$ cat src/rtl/nic_pkg.sv
package nic_pkg;
  localparam logic [15:0] CTRL_KEY    = 16'h05FA;
  localparam logic [11:0] OFS_STIR    = 12'hE00;
  localparam logic [11:0] OFS_CTRL    = 12'hF00;
  localparam logic [4:0]  RGN_ENS     = 5'd0;
  localparam logic [4:0]  RGN_ENC     = 5'd1;
  localparam logic [4:0]  RGN_PS      = 5'd2;
  localparam logic [4:0]  RGN_PC      = 5'd3;
  localparam logic [4:0]  RGN_ACT     = 5'd4;
  localparam logic [3:0]  RGN_PRIO_HI = 4'h3;
  localparam logic [4:0]  LVL_IDLE    = 5'h10;

  // keeps the preemption bits of a priority nibble for grouping value grp
  function automatic logic [3:0] pre_mask(input logic [2:0] grp);
    logic [3:0] m;
    m = 4'hF;
    if (grp > 3'd3) m = 4'hF << (grp - 3'd3);
    return m;
  endfunction

  function automatic logic [4:0] pre_level(input logic [3:0] prio, input logic [2:0] grp);
    return {1'b0, prio & pre_mask(grp)};
  endfunction
endpackage

$ cat src/rtl/nic_arbiter.sv
module nic_arbiter #(
  parameter int N  = 40,
  parameter int KW = 4,
  parameter int IW = $clog2(N)
) (
  input  logic [N-1:0]         valid,
  input  logic [N-1:0][KW-1:0] key,
  output logic                 found,
  output logic [IW-1:0]        id,
  output logic [KW-1:0]        best
);
  // strict compare keeps the lowest index among equal keys
  always_comb begin
    found = 1'b0;
    id    = '0;
    best  = '0;
    for (int i = 0; i < N; i++) begin
      if (valid[i] && (!found || key[i] < best)) begin
        found = 1'b1;
        id    = IW'(i);
        best  = key[i];
      end
    end
  end
endmodule

$ cat src/rtl/nic_bus.sv
module nic_bus
  import nic_pkg::*;
#(
  parameter int N = 40
) (
  input  logic               wr,
  input  logic [11:0]        addr,
  input  logic [31:0]        wdata,
  input  logic [N-1:0]       en_q,
  input  logic [N-1:0]       pend_q,
  input  logic [N-1:0]       act_q,
  input  logic [N-1:0][3:0]  prio_q,
  input  logic [2:0]         group_q,
  output logic [N-1:0]       en_set,
  output logic [N-1:0]       en_clr,
  output logic [N-1:0]       pend_set,
  output logic [N-1:0]       pend_clr,
  output logic [N-1:0]       prio_we,
  output logic [N-1:0][3:0]  prio_wval,
  output logic               grp_we,
  output logic [2:0]         grp_wval,
  output logic [31:0]        rdata
);
  logic [4:0] rgn;
  logic       prio_rgn;
  logic       stir_hit;

  assign rgn      = addr[11:7];
  assign prio_rgn = (addr[11:8] == RGN_PRIO_HI);
  assign stir_hit = wr && (addr == OFS_STIR);
  assign grp_we   = wr && (addr == OFS_CTRL) && (wdata[31:16] == CTRL_KEY);
  assign grp_wval = wdata[10:8];

  always_comb begin
    for (int i = 0; i < N; i++) begin
      logic wsel, psel, bitv;
      wsel = wr && (addr[6:2] == 5'(i / 32));
      psel = wr && prio_rgn && (addr[7:2] == 6'(i / 4));
      bitv = wdata[i % 32];
      en_set[i]    = wsel && (rgn == RGN_ENS) && bitv;
      en_clr[i]    = wsel && (rgn == RGN_ENC) && bitv;
      pend_set[i]  = (wsel && (rgn == RGN_PS) && bitv) || (stir_hit && (wdata == 32'(i)));
      pend_clr[i]  = wsel && (rgn == RGN_PC) && bitv;
      prio_we[i]   = psel;
      prio_wval[i] = wdata[(i % 4) * 8 + 4 +: 4];
    end
  end

  always_comb begin
    rdata = '0;
    for (int i = 0; i < N; i++) begin
      if (addr[6:2] == 5'(i / 32)) begin
        if (rgn == RGN_ENS || rgn == RGN_ENC) rdata[i % 32] = en_q[i];
        if (rgn == RGN_PS  || rgn == RGN_PC)  rdata[i % 32] = pend_q[i];
        if (rgn == RGN_ACT)                   rdata[i % 32] = act_q[i];
      end
      if (prio_rgn && addr[7:2] == 6'(i / 4)) rdata[(i % 4) * 8 + 4 +: 4] = prio_q[i];
    end
    if (addr == OFS_CTRL) rdata[10:8] = group_q;
  end
endmodule

$ cat src/rtl/nest_irq_ctrl.sv
module nest_irq_ctrl
  import nic_pkg::*;
#(
  parameter  int NUM_IRQ = 40,
  localparam int IW      = $clog2(NUM_IRQ)
) (
  input  logic               clk,
  input  logic               rst_n,
  input  logic [NUM_IRQ-1:0] irq_in,
  input  logic               reg_wr,
  input  logic [11:0]        reg_addr,
  input  logic [31:0]        reg_wdata,
  output logic [31:0]        reg_rdata,
  input  logic               irq_ack,
  input  logic               irq_ret,
  output logic               preempt_req,
  output logic [IW-1:0]      preempt_id,
  output logic [4:0]         run_level
);
  localparam int N = NUM_IRQ;

  logic [N-1:0]      en_q, pend_q, act_q, irq_q;
  logic [N-1:0][3:0] prio_q;
  logic [2:0]        group_q;

  logic [N-1:0]      en_set, en_clr, pend_set, pend_clr, prio_we;
  logic [N-1:0][3:0] prio_wval;
  logic              grp_we;
  logic [2:0]        grp_wval;

  nic_bus #(.N(N)) u_bus (
    .wr(reg_wr), .addr(reg_addr), .wdata(reg_wdata),
    .en_q(en_q), .pend_q(pend_q), .act_q(act_q), .prio_q(prio_q), .group_q(group_q),
    .en_set(en_set), .en_clr(en_clr), .pend_set(pend_set), .pend_clr(pend_clr),
    .prio_we(prio_we), .prio_wval(prio_wval), .grp_we(grp_we), .grp_wval(grp_wval),
    .rdata(reg_rdata)
  );

  // candidate selection: full nibble orders preemption then sub-priority
  logic          pend_found;
  logic [IW-1:0] pend_id;
  logic [3:0]    pend_best;
  nic_arbiter #(.N(N), .KW(4), .IW(IW)) u_pend_arb (
    .valid(pend_q & en_q), .key(prio_q),
    .found(pend_found), .id(pend_id), .best(pend_best)
  );

  // running handler: lowest masked field among active interrupts
  logic [N-1:0][3:0] act_key;
  always_comb begin
    for (int i = 0; i < N; i++) act_key[i] = prio_q[i] & pre_mask(group_q);
  end

  logic          act_found;
  logic [IW-1:0] act_id;
  logic [3:0]    act_best;
  nic_arbiter #(.N(N), .KW(4), .IW(IW)) u_act_arb (
    .valid(act_q), .key(act_key),
    .found(act_found), .id(act_id), .best(act_best)
  );

  // named events for the checks below
  logic [4:0]   best_level;
  logic         ack_take, ret_take;
  logic [N-1:0] irq_edge, ack_vec, ret_vec, pend_next, act_next;

  assign best_level  = pre_level(pend_best, group_q);
  assign run_level   = act_found ? {1'b0, act_best} : LVL_IDLE;
  assign preempt_req = pend_found && (best_level < run_level);
  assign preempt_id  = pend_id;
  assign ack_take    = irq_ack && preempt_req;
  assign ret_take    = irq_ret && act_found;
  assign irq_edge    = irq_in & ~irq_q;
  assign ack_vec     = ack_take ? (N'(1) << pend_id) : '0;
  assign ret_vec     = ret_take ? (N'(1) << act_id)  : '0;
  assign pend_next   = (pend_q & ~pend_clr & ~ack_vec) | irq_edge | pend_set;
  assign act_next    = (act_q & ~ret_vec) | ack_vec;

  always_ff @(posedge clk) begin
    if (!rst_n) begin
      en_q    <= '0;
      pend_q  <= '0;
      act_q   <= '0;
      irq_q   <= '0;
      prio_q  <= '0;
      group_q <= 3'd0;
    end else begin
      irq_q  <= irq_in;
      en_q   <= (en_q | en_set) & ~en_clr;
      pend_q <= pend_next;
      act_q  <= act_next;
      for (int i = 0; i < N; i++) begin
        if (prio_we[i]) prio_q[i] <= prio_wval[i];
      end
      if (grp_we) group_q <= grp_wval;
    end
  end

  // offered interrupt is always pending and enabled
  assert_offer_valid_R8: assert property (@(posedge clk) disable iff (!rst_n)
    preempt_req |-> (en_q[preempt_id] && pend_q[preempt_id]));

  // a just-taken interrupt can never preempt its own level
  assert_no_self_preempt_R9: assert property (@(posedge clk) disable iff (!rst_n)
    ack_take |=> !(preempt_req && preempt_id == $past(preempt_id)));

  assert_ack_ignored_R10: assert property (@(posedge clk) disable iff (!rst_n)
    (irq_ack && !preempt_req && !irq_ret) |=> $stable(act_q));

  assert_ret_retires_one_R11: assert property (@(posedge clk) disable iff (!rst_n)
    (ret_take && !ack_take) |=> ($countones(act_q) + 1 == $past($countones(act_q))));

  assert_unkeyed_discard_R6: assert property (@(posedge clk) disable iff (!rst_n)
    (reg_wr && reg_addr == OFS_CTRL && reg_wdata[31:16] != CTRL_KEY) |=> $stable(group_q));

  assert_low_nibble_zero_R5: assert property (@(posedge clk) disable iff (!rst_n)
    (reg_addr[11:8] == RGN_PRIO_HI) |-> ((reg_rdata & 32'h0F0F_0F0F) == 32'h0));
endmodule

$ cat config.mk
export PLATFORM = sky130hd
export DESIGN_NAME = nest_irq_ctrl
export DESIGN_NICKNAME = d
export VERILOG_FILES = /design/src/rtl/nic_pkg.sv /design/src/rtl/nic_arbiter.sv /design/src/rtl/nic_bus.sv /design/src/rtl/nest_irq_ctrl.sv
export SDC_FILE = /design/constraint.sdc
export NUM_CORES = 2
export LEC_CHECK = 0
export ABC_AREA = 1
export BUFFER_PORTS_ARGS = -buffer_cell sky130_fd_sc_hd__buf_4
export CORE_MARGIN = 4
export CORE_UTILIZATION = 40
export DETAILED_ROUTE_END_ITERATION = 16
export HOLD_SLACK_MARGIN = 0.12
export PLACE_DENSITY = 0.65
export SYNTH_ARGS = -nofsm -noshare
export SYNTH_HDL_FRONTEND = slang
export SYNTH_SLANG_ARGS = --single-unit
$ cat constraint.sdc
create_clock -name clk -period 46.7 [get_ports clk]
set_input_delay 4.67 -clock clk [delete_from_list [all_inputs] [get_ports clk]]
set_output_delay 4.67 -clock clk [all_outputs]
set_load 0.02 [all_outputs]
==> flow_metrics.env <==
export IMPL_outcome="finished, final reports clean"
export IMPL_whs_ns=0.5090
export IMPL_io_pins=133
export IMPL_p_comb_frac=0.080
export IMPL_ys_ff_latch=323
export IMPL_worstMarginPinSlew_ns=1.237
export IMPL_seqPwrFrac=0.450
export IMPL_cellPowerDensity_nw_per_um2=17.57
export IMPL_die_w_um=281.5
export IMPL_ys_warn_count=0
export IMPL_yosysTopAreaCell="dfxtp_1"
export IMPL_place_gp_congestion=1.003
export IMPL_hp_class="reg -> reg"
export IMPL_crit_type="reg -> out"
export IMPL_synth_edf_count=0
export IMPL_arrival_ns=40.51
export IMPL_rows=100
export IMPL_ir_worst_vdd_v=0.00002700
export IMPL_total_power_uw=629.3
export IMPL_cts_tree="yes"
export IMPL_tns_ns=0
export IMPL_route_detailed_drc=0
export IMPL_max_stage_delay_ns=0.33
export IMPL_fin_nets=5336
export IMPL_syn_inst=4884
export IMPL_clockPowerShare=0.470
export IMPL_crit_path_end_kind="output pin"
export IMPL_clock_fmax_ghz=0.02214
export IMPL_timing_final_crit_share=0.9674
export IMPL_syn_to_final_growth_pct=19.72
export IMPL_synth_flop_cell="dfxtp_1"
export IMPL_swShare=0.2609
export IMPL_finClkSkew_ns=0.01474
export IMPL_slew_headroom=0.1732
export IMPL_ant_nets=0
export IMPL_final_core_util=0.4819
export IMPL_cp_common_cell="nand2_1"
export IMPL_rsz0062_at_grt="true"
export IMPL_drt_total_wl_um=123300
export IMPL_fill_cells=7683
export IMPL_synth_area_per_cell_um2=6.126
export IMPL_startpoint_type="register"
export IMPL_grt_use_total=0.2889
export IMPL_crit_fanout=9
export IMPL_cts_root_buf="clkbuf_16"
export IMPL_grt_start_max_net_pins=104
export IMPL_grt_pass1_vias=29421
export IMPL_fp_dieH_um=281.5
export IMPL_io_buffers=132
export IMPL_dieArea_um2=79240
export IMPL_final_hold_viol_count=0
export IMPL_antenna_found_initial=0
export IMPL_grt_pass1_wl_um=177700
export IMPL_cp_slowest_cell="dfxtp_2"
export IMPL_max_cap_viol_count=0
export IMPL_min_period_ns=45.18
export IMPL_switchingPower_uw=164.2
export IMPL_synth_top_area_share=0.2161
export IMPL_grt_ovfl_total=0
export IMPL_drv_slew=0
export IMPL_clock_latency_ns=0.54
export IMPL_htreeDepth=2
export IMPL_core_area_um2=74320
export IMPL_start_util=0.4026
export IMPL_drive_above_1_share=0.1804
export IMPL_drt_initial_drc_count=3984
export IMPL_syn_area_um2=29920
export IMPL_cts_buffers=36
export IMPL_viasPerCell=5.600
export IMPL_ys_top_cells_by_count="nand2_1 (1,239), inv_1 (736), o21ai_0 (550), a21oi_1 (353), nor2_1 (335)"
export IMPL_yosysMostFrequentCell="nand2_1"
export IMPL_drt_pass1_iter_count=7
export IMPL_clkSlewWorstSetupHoldPaths_ns=0.07
export IMPL_num_vias=33783
export IMPL_yosysSeqAreaShare=0.2161
export IMPL_leakage_uw=0.01838
export IMPL_clock_sinks=323
export IMPL_synth_area_leaders="dfxtp_1 (22%), nand2_1 (16%), inv_1 (9.2%)"
export IMPL_synth_cell_type_count=73
export IMPL_synth_nets=5181
export IMPL_cp_required_ns=42.03
export IMPL_dp_hpwl_um=92140
export IMPL_clockBufferDepth=3
export IMPL_async_reset_ff_frac=0
export IMPL_report_final_setup_viol=0
export IMPL_intPower_uw=465.1
export IMPL_avgRoutedWirePerCell_um=20.44
==> per-layer routing <==
| metal | GRT usage | share of wire | vias up |
|---|---|---|---|
| met5 | 0.002982 | 0.00027 | - |
| met4 | 0.1167 | 0.050 | 2 |
| met3 | 0.05804 | 0.10 | 296 |
| met2 | 0.4433 | 0.43 | 1705 |
| met1 | 0.3973 | 0.42 | 15465 |
| li1 | - | - | 16315 |
==> state kept, by name, indices dropped and copies added (netlist names) <==
signal	flops
en_q	40
act_q	40
irq_q	40
pend_q	40
group_q	3
prio_q	160
==> cells by family (layout without fill, tap and decap cells) <==
group / count (synthesis) / after routing / synth area share
AND/OR/NAND/NOR: 2175 / 2178 / 0.3323
AO/OA/AOI/OAI: 1199 / 1199 / 0.2245
buffers and inverters: 979 / 1154 / 0.1401
flip-flops: 323 / 323 / 0.2161
adder cells (fa/ha/maj): 208 / 208 / 0.08699
other: 0 / 2 / 0
==> placed cells by master (no fill, tap or decap), types with 13 or more instances in the layout <==
cell / n
nor3_1: 40
nand2_2: 120
dfxtp_1: 321
nand2_1: 1158
a221oi_1: 19
o221ai_1: 23
nand3_1: 270
a21oi_2: 45
ha_4: 33
o22ai_1: 75
o211ai_1: 36
a21oi_1: 348
o21ai_0: 367
a31oi_1: 32
nand4_2: 39
nand4_1: 14
clkinv_1: 30
o21ai_2: 16
a22oi_1: 13
nor2_1: 331
nand2_8: 39
buf_4: 296
o21ai_1: 113
clkbuf_16: 36
inv_1: 733
ha_1: 174
inv_2: 21
o21ai_4: 80
nand2_4: 112
==> path summary, 6_finish.rpt <==
check	start	end	slack (ns)	depth (start not counted)
worst max-delay path	group_q[0]$_SDFFE_PN0P_	preempt_req	1.52	409
worst min-delay path	en_q[39]$_SDFF_PN0_	en_q[39]$_SDFF_PN0_	0.51	2
worst max register to register	group_q[0]$_SDFFE_PN0P_	pend_q[15]$_SDFF_PN0_	5.83	411
worst min register to register	en_q[39]$_SDFF_PN0_	en_q[39]$_SDFF_PN0_	0.51	2
==> through the flow <==
step                instances  instance area, µm²  worst slack [ns]
CTS                      5900               32470           0.01534
global route             6031               35810            -1.830
finish                   6033               35820             1.523
detailed placement       5839               31290            -1.528
global placement         5839               31290            0.8237
floorplan                4884               29920             3.274
==> critical path, delay by kind of cell (launching register included) <==
kind	cells	cell delay, ns
simple gates	247	19.34
fa+ha+maj	42	10.88
compound gates	48	6.15
buf+inv	72	3.09
flops	1	0.33
==> power groups by stage <==
stage          logic, µW  clock network, µW  registers [µW]
2_1_floorplan       26.0                  0             288
3_3_place_gp        47.7                  0             289
3_5_place_dp        47.6                  0             289
4_1_cts             47.9                295             283
5_1_grt             52.8                305             284
6_report            50.5                296             283
==> area by class of cell <==
cell class / instances / area (µm²) / area share
diodes: 2 / 5.005 / 0.0001397
clock buffers: 49 / 1020 / 0.02847
clock inverters: 12 / 158.9 / 0.004436
inverters: 794 / 3022 / 0.08436
multi-input cells: 3585 / 21680 / 0.6052
flip-flops and latches: 323 / 6469 / 0.1806
well taps: 969 / 1212 / 0.03385
repair buffers: 299 / 2256 / 0.06298
==> repair_timing <==
item | CTS | global route
gates cloned | 0 | 3
setup buffers | 0 | 128
pin swaps | 0 | 83
endpoints found under the setup margin | 5 | 91
hold buffers | 0 | 0
gates resized for setup | 54 | 552
No activity file was read; power rests on OpenSTA's default activity.
